===== config.mk =====
export PLATFORM = sky130hd
export DESIGN_NAME = lag_cmp
export DESIGN_NICKNAME = d
export VERILOG_FILES = /design/src/rtl/lagcmp_pkg.sv /design/src/rtl/lagcmp_run.sv /design/src/rtl/lagcmp_flag.sv /design/src/rtl/lagcmp_peak.sv /design/src/rtl/lag_cmp.sv
export SDC_FILE = /design/constraint.sdc
export NUM_CORES = 1
export LEC_CHECK = 0
export ABC_CLOCK_PERIOD_IN_PS = 3290
export BUFFER_PORTS_ARGS = -buffer_cell sky130_fd_sc_hd__buf_2
export CORE_MARGIN = 5
export CORE_UTILIZATION = 56
export CTS_BUF_LIST = sky130_fd_sc_hd__clkbuf_8
export DETAILED_ROUTE_END_ITERATION = 10
export GPL_ROUTABILITY_DRIVEN = 0
export PLACE_DENSITY = 0.87
export SLEW_MARGIN = 20
export SYNTH_ARGS = -nofsm -noshare
export SYNTH_HDL_FRONTEND = slang
export SYNTH_SLANG_ARGS = --single-unit

===== constraint.sdc =====
create_clock -name clk -period 3.29 [get_ports clk]
set_input_delay 0 -clock clk [delete_from_list [all_inputs] [get_ports clk]]
set_output_delay 0 -clock clk [all_outputs]
set_load 0.1 [all_outputs]

===== src/rtl/lagcmp_pkg.sv =====
package lagcmp_pkg;
  parameter int unsigned DEF_DATA_W = 16;
  parameter int unsigned DEF_RUN_W  = 8;
  parameter int unsigned DEF_CYC_W  = 32;
  parameter int unsigned DEF_LANE_W = 8;

  typedef enum logic {CMP_SAME = 1'b0, CMP_DIFF = 1'b1} cmp_res_e;
endpackage


===== src/rtl/lagcmp_run.sv =====
module lagcmp_run
  import lagcmp_pkg::*;
#(
  parameter int unsigned DATA_W = DEF_DATA_W,
  parameter int unsigned RUN_W  = DEF_RUN_W,
  parameter int unsigned LANE_W = DEF_LANE_W
) (
  input  logic              clk,
  input  logic              rst_n,
  input  logic              en,
  input  logic [DATA_W-1:0] ref_data,
  input  logic [DATA_W-1:0] cand_data,
  output logic [RUN_W-1:0]  run_nxt,
  output logic [RUN_W-1:0]  run_q
);
  localparam int unsigned LANES = (DATA_W + LANE_W - 1) / LANE_W;
  localparam int unsigned PAD_W = LANES * LANE_W;
  localparam logic [RUN_W-1:0] RUN_MAX = {RUN_W{1'b1}};

  logic [PAD_W-1:0] a_pad, b_pad;
  logic [LANES-1:0] lane_ne;
  cmp_res_e         res;

  assign a_pad = PAD_W'(ref_data);
  assign b_pad = PAD_W'(cand_data);

  // Wide buses are compared lane by lane, then the lane results are merged.
  for (genvar g = 0; g < LANES; g++) begin : g_lane
    assign lane_ne[g] = |(a_pad[g*LANE_W +: LANE_W] ^ b_pad[g*LANE_W +: LANE_W]);
  end

  assign res = (|lane_ne) ? CMP_DIFF : CMP_SAME;

  always_comb begin
    if (!en)                  run_nxt = run_q;
    else if (res == CMP_SAME) run_nxt = '0;
    else if (run_q == RUN_MAX) run_nxt = run_q;
    else                      run_nxt = run_q + 1'b1;
  end

  always_ff @(posedge clk or negedge rst_n) begin
    if (!rst_n) run_q <= '0;
    else        run_q <= run_nxt;
  end
endmodule


===== src/rtl/lagcmp_flag.sv =====
module lagcmp_flag
  import lagcmp_pkg::*;
#(
  parameter int unsigned RUN_W = DEF_RUN_W,
  parameter int unsigned CYC_W = DEF_CYC_W
) (
  input  logic             clk,
  input  logic             rst_n,
  input  logic             en,
  input  logic [RUN_W-1:0] tol,
  input  logic [RUN_W-1:0] run_nxt,
  output logic             err,
  output logic [CYC_W-1:0] first_cyc
);
  logic [CYC_W-1:0] cyc_q;
  logic             trip;

  // Edge index since reset; the first edge after release carries index 0.
  always_ff @(posedge clk or negedge rst_n) begin
    if (!rst_n) cyc_q <= '0;
    else        cyc_q <= cyc_q + 1'b1;
  end

  assign trip = en && !err && (run_nxt > tol);

  always_ff @(posedge clk or negedge rst_n) begin
    if (!rst_n) begin
      err       <= 1'b0;
      first_cyc <= '0;
    end else if (trip) begin
      err       <= 1'b1;
      first_cyc <= cyc_q;
    end
  end
endmodule


===== src/rtl/lagcmp_peak.sv =====
module lagcmp_peak
  import lagcmp_pkg::*;
#(
  parameter int unsigned RUN_W = DEF_RUN_W
) (
  input  logic             clk,
  input  logic             rst_n,
  input  logic             en,
  input  logic [RUN_W-1:0] run_nxt,
  output logic [RUN_W-1:0] peak
);
  always_ff @(posedge clk or negedge rst_n) begin
    if (!rst_n)                     peak <= '0;
    else if (en && run_nxt > peak)  peak <= run_nxt;
  end
endmodule


===== src/rtl/lag_cmp.sv =====
module lag_cmp
  import lagcmp_pkg::*;
#(
  parameter int unsigned DATA_W = DEF_DATA_W,
  parameter int unsigned RUN_W  = DEF_RUN_W,
  parameter int unsigned CYC_W  = DEF_CYC_W,
  parameter int unsigned LANE_W = DEF_LANE_W
) (
  input  logic              clk,
  input  logic              rst_n,
  input  logic              en,
  input  logic [RUN_W-1:0]  tol,
  input  logic [DATA_W-1:0] ref_data,
  input  logic [DATA_W-1:0] cand_data,
  output logic              err,
  output logic [CYC_W-1:0]  first_err_cyc,
  output logic [RUN_W-1:0]  max_run,
  output logic [RUN_W-1:0]  run_len
);
  logic [RUN_W-1:0] run_nxt;

  lagcmp_run #(.DATA_W(DATA_W), .RUN_W(RUN_W), .LANE_W(LANE_W)) i_run (
    .clk(clk), .rst_n(rst_n), .en(en),
    .ref_data(ref_data), .cand_data(cand_data),
    .run_nxt(run_nxt), .run_q(run_len)
  );

  lagcmp_flag #(.RUN_W(RUN_W), .CYC_W(CYC_W)) i_flag (
    .clk(clk), .rst_n(rst_n), .en(en), .tol(tol),
    .run_nxt(run_nxt), .err(err), .first_cyc(first_err_cyc)
  );

  lagcmp_peak #(.RUN_W(RUN_W)) i_peak (
    .clk(clk), .rst_n(rst_n), .en(en),
    .run_nxt(run_nxt), .peak(max_run)
  );
endmodule


* Word level (Yosys, flattened, before mapping)
Cells that the tools add are included.
** Operators by class
- Div/mod/pow operators :: 0
- Add/sub/neg operators :: 2
- Shift operators :: 0
- Multipliers :: 0
- Reductions and logical operators :: 5
- Multiplexer cells :: 4
- Bitwise operators :: 2
- Magnitude comparators :: 2
- Equal/unequal tests :: 1
** Operators by type and width (number)
- $add A32 B1 Y32 const B :: 1
- $mux W8 :: 3
- $gt A8 B8 Y1 :: 2
- $reduce_or A16 Y1 :: 1
- $xor A8 B8 Y8 :: 2
- $add A8 B1 Y8 const B :: 1
- $eq A8 B8 Y1 const B :: 1
- $logic_and A1 B1 Y1 :: 3
- $logic_not A1 Y1 :: 1
- $mux W1 :: 1
** Word-level totals
- Flip-flop bits (word level) :: 81
- Memories kept :: 0
- Memory bits (writable) :: 0
- ROM bits :: 0
- Bits in latches :: 0
- Input port bits :: 43

* Longest topological paths before layout
- Word-level depth :: 7
- Mapped depth :: 13

* Hierarchy
From an unflattened synthesis, not the netlist that was laid out.
** Unflattened totals
- Cell total of the unflattened synthesis :: 327
- Area total of the unflattened synthesis :: 3952.5 sq um
** Modules (own cells, without submodules)
- lagcmp_flag :: area an instance 2855.2 sq um, cells each 217, instances 1
- lagcmp_run :: area an instance 589.3 sq um, cells each 66, instances 1
- lagcmp_peak :: area an instance 508.0 sq um, cells each 44, instances 1

* Worst setup path before layout
OpenSTA, ideal clock, no wires.
- Path type :: register to register
- Start :: register i_run.run_q[0]
- End :: register i_flag.first_cyc[0]
- Cell stages (with the launch flop) :: 13
- Library setup time :: 126 ps
- Data arrival time :: 3525 ps
- Path buffers :: 1
- Setup slack :: -361 ps
- Clock period less this slack :: 3651 ps
- Data required time :: 3164 ps
- Cells stage by stage :: dfrtp_1 -> ha_1 -> and4_1 -> a21bo_2 -> mux2i_1 -> a21oi_1 -> ha_1 -> nor2b_1 -> o211ai_1 -> a21oi_1 -> o21ai_1 -> buf_2 -> mux2_2
** Between the ends
- Longest elaborated chain between the ends :: 6
** RTL lines
- start: declaration :: RTL line lagcmp_run.sv:14 : output logic [RUN_W-1:0] run_q
- start signal: assignment :: RTL line lagcmp_run.sv:43 : else run_q <= run_nxt;
- $add A8 B1 Y8 / $eq A8 B8 Y1 (equally long branches) :: RTL line lagcmp_run.sv:38, lagcmp_run.sv:37
- $mux W8 (*) :: RTL line lagcmp_run.sv:37 : else if (run_q == RUN_MAX) run_nxt = run_q;
- $mux W8 (*) :: RTL line lagcmp_run.sv:36 : else if (res == CMP_SAME) run_nxt = '0;
- $mux W8 (*) :: RTL line lagcmp_run.sv:35 : if (!en) run_nxt = run_q;
- named net i_flag.run_nxt[1] :: RTL line lagcmp_flag.sv:11 : input logic [RUN_W-1:0] run_nxt,
- $gt A8 B8 Y1 (*) :: RTL line lagcmp_flag.sv:24 : assign trip = en && !err && (run_nxt > tol);
- $logic_and A1 B1 Y1 (*) :: RTL line lagcmp_flag.sv:24
- end signal: assignment :: RTL line lagcmp_flag.sv:32 : first_cyc <= cyc_q;
- end: declaration :: RTL line lagcmp_flag.sv:13 : output logic [CYC_W-1:0] first_cyc
Mark *: on every way through the listed nets, which the timed path passes. The rest lies on a longest branch.
A chain may end at the register's enable or synchronous reset.

* Worst setup path in the final report
- Start :: register i_run.run_q[0]
- End :: register i_flag.first_cyc[19]
The elaborated chain is that of the path after synthesis.

==> impl_metrics.env <==
export IMPL_crit_chain="ha_1 > and4_1 > a21bo_2 > mux2i_1 > a21oi_2 > ha_1 > nor2b_1 > o211ai_1 > a21oi_1 > o21ai_2 > buf_12 > mux2_2"
export IMPL_overflow=0
export IMPL_hold_class="in -> async"
export IMPL_post_cts_buffers=0
export IMPL_setup_slack_ns=0.125
export IMPL_synth_top_area_share=0.521
export IMPL_comb_power_share=0.498
export IMPL_first_iter_violations=146
export IMPL_ir_drop_mv=0.655
export IMPL_min_period_ns=3.16
export IMPL_setup_worst_path_class="reg -> reg"
export IMPL_fp_dieW_um=93.4
export IMPL_crit_slowest_cell="dfrtp_4"
export IMPL_crit_family="compound AO/OA/AOI/OAI gates"
export IMPL_clk_latency_ns=0.34
export IMPL_clock_sinks=81
export IMPL_ys_types=39
export IMPL_finish_utilization=0.699
export IMPL_cts_tree="yes"
export IMPL_layout_drive_gt1_share=0.394
export IMPL_cts_buffers=9
export IMPL_cpPeakStageDelay_ns=0.50
export IMPL_die_area_sq_um=8720
export IMPL_synthTopCellsByArea="dfrtp_1 (52%), mux2_2 (11%), xnor2_1 (9.7%), ha_1 (5.8%), nand3_1 (2.6%)"
export IMPL_wire_per_inst_um=15.6
export IMPL_num_vias=2842
export IMPL_crit_arrival_ns=3.39
export IMPL_pre_cts_ws_ns=0.0516
export IMPL_ioPinCount=92
export IMPL_yosysTopAreaCell="dfrtp_1"
export IMPL_grt_pass1_vias=2941
export IMPL_power_frac_seq=0.321
export IMPL_synth_commonest_cells="dfrtp_1 (81), xnor2_1 (43), mux2_2 (38)"
export IMPL_via_per_inst=5.38
export IMPL_grt_setup_unrepaired="yes"
export IMPL_area_growth_pct=22.0
export IMPL_worst_setup_path_end_kind="flop"
export IMPL_grt_first_pass_wirelength_mm=13.6
export IMPL_synth_cells=325
export IMPL_power_share_clock=0.180
export IMPL_swShare=0.486
export IMPL_p_sw_mw=1.91
export IMPL_cts_buffer_depth=2
export IMPL_ys_warn_count=0
export IMPL_antenna_found_initial=0
export IMPL_setup_viol=0
export IMPL_synth_edf_count=0
export IMPL_fin_area_sq_um=4750
export IMPL_syn_nets=386
export IMPL_ys_ff_latch=81
export IMPL_drc=0
export IMPL_max_cap_violations=0
export IMPL_grt_max_degree=82
export IMPL_start_util=0.573
export IMPL_dpl_cell_area_sq_um=4510
export IMPL_max_freq_mhz=316
export IMPL_first_pass_iters=4
export IMPL_core_area_sq_um=6790
export IMPL_synth_async_sr_flop_share=1.00
export IMPL_clockRootBuffer="clkbuf_8"
export IMPL_track_usage=0.196
export IMPL_reg2reg_from="i_run.run_q[0]"
export IMPL_powerDensity_nw_per_um2=826
export IMPL_drv_slew=0
export IMPL_io_buffers=91
export IMPL_fp_row_count=30
export IMPL_fin_nets=488
export IMPL_crit_fanout=33
export IMPL_status="completed"
export IMPL_ant_nets=0
export IMPL_drt_total_wl_mm=8.22
export IMPL_crit_start="i_run.run_q[0]"
export IMPL_fin_crit_sh=0.962
export IMPL_ys_flop_type="dfrtp_1"
export IMPL_start_kind="flop"
export IMPL_htree_levels=3
export IMPL_dieHeight_um=93.4
export IMPL_yosysMostFrequentCell="dfrtp_1"
export IMPL_internal_power_mw=2.02
export IMPL_worst_path_buf_inv=1
export IMPL_synth_seq_area_share=0.521
export IMPL_hpwl_mm=5.94
export IMPL_clk_pin_slew_ns=0.08
export IMPL_syn_avg_cell_area_sq_um=12.0
export IMPL_timing_hold_violations_final=0
export IMPL_skew_ns=0.00599
export IMPL_tightest_slew_ns=0.517
export IMPL_required_ns=3.51
export IMPL_crit_top_cell="ha_1"
export IMPL_syn_area_sq_um=3890
export IMPL_whs_ns=0.165
export IMPL_antennaDiodeCount=0
export IMPL_p_leak_nw=2.39
export IMPL_slew_headroom=0.656
-- registers in the layout, indices dropped and copies added, names as in the netlist --
name and flops:
i_flag.cyc_q 32, i_flag.err 1, i_flag.first_cyc 32, i_peak.peak 8, i_run.run_q 8
-- timing repair --
action / CTS / global route
hold buffers: 1 / 0
endpoints found under the setup margin: 0 / 40
resized for setup: 0 / 5
endpoints found under the hold margin: 81 / 0
-- worst register-to-register path, stage by stage (launching register included) --
cell,delay [ns]
dfrtp_4,0.50
ha_1,0.25
and4_1,0.26
a21bo_2,0.25
mux2i_1,0.13
a21oi_2,0.19
ha_1,0.28
nor2b_1,0.13
o211ai_1,0.16
a21oi_1,0.10
o21ai_2,0.19
buf_12,0.22
mux2_2,0.39
-- power by group through the flow --
stage          Sequential (mW)  Combinational [mW]  Clock (mW)
6_report                  1.26                1.95       0.707
5_1_grt                   1.28                2.07       0.767
4_1_cts                   1.26                1.94       0.718
3_5_place_dp              1.28                1.92           0
3_3_place_gp              1.27                1.85           0
2_1_floorplan             2.19               0.597           0
-- layout make-up --
type	instances	area, sq um
fillers	481	2050
flip-flops and latches	81	2040
multi-input cells	219	1780
repair buffers	98	538
clock buffers	10	138
well taps	96	120
inverters	18	67.6
clock inverters	6	58.8
-- routing by layer --
layer  vias to the layer above  wire length [um]  track usage
li1                       1342                 -            -
met1                      1413              3420        0.248
met2                        77              4210        0.328
met3                        10               487       0.0531
met4                         0               107       0.0598
met5                         -                 0            0
-- kinds of logic after synthesis --
family | share of synthesized area
XOR/XNOR | 0.108
buffers and inverters | 0.0270
multiplexers | 0.115
adder cells (fa/ha/maj) | 0.0579
AND/OR/NAND/NOR | 0.123
AO/OA/AOI/OAI | 0.0482
flip-flops | 0.521
-- final timing paths --
| path | slack [ns] | cells after the start | endpoint |
|---|---|---|---|
| setup / recovery | 0.13 | 12 | i_flag.first_cyc[19] |
| hold / removal | 0.17 | 2 | i_flag.cyc_q[21] |
| setup reg to reg | 0.13 | 12 | i_flag.first_cyc[19] |
| hold reg to reg | 0.49 | 1 | i_flag.cyc_q[31] |
| max in group asynchronous | 2.52 | 3 | i_flag.cyc_q[25] |
| min in group clk | 0.26 | 5 | i_run.run_q[2] |
-- per-stage QoR --
stage	instances	TNS [ns]	power, mW
6_report	528	0	3.92
5_1_grt	528	-0.530	4.12
4_1_cts	527	0	3.91
3_5_place_dp	510	0	3.19
3_3_place_gp	510	0	3.12
2_1_floorplan	325	0	2.78
-- layout by cell type, fill, tap and decap left out, drive strengths merged, types with 4 or more instances in the layout --
master   n
buf     97
dfrtp   81
xnor2   43
mux2    38
nand3   20
inv     19
ha      18
a21oi   15
nand4   13
nand2   13
and3    11
clkbuf  10
o21ai    6
and2     6
and4     5
xor2     5
nor2     4
No activity file was read; power rests on OpenSTA's default activity.
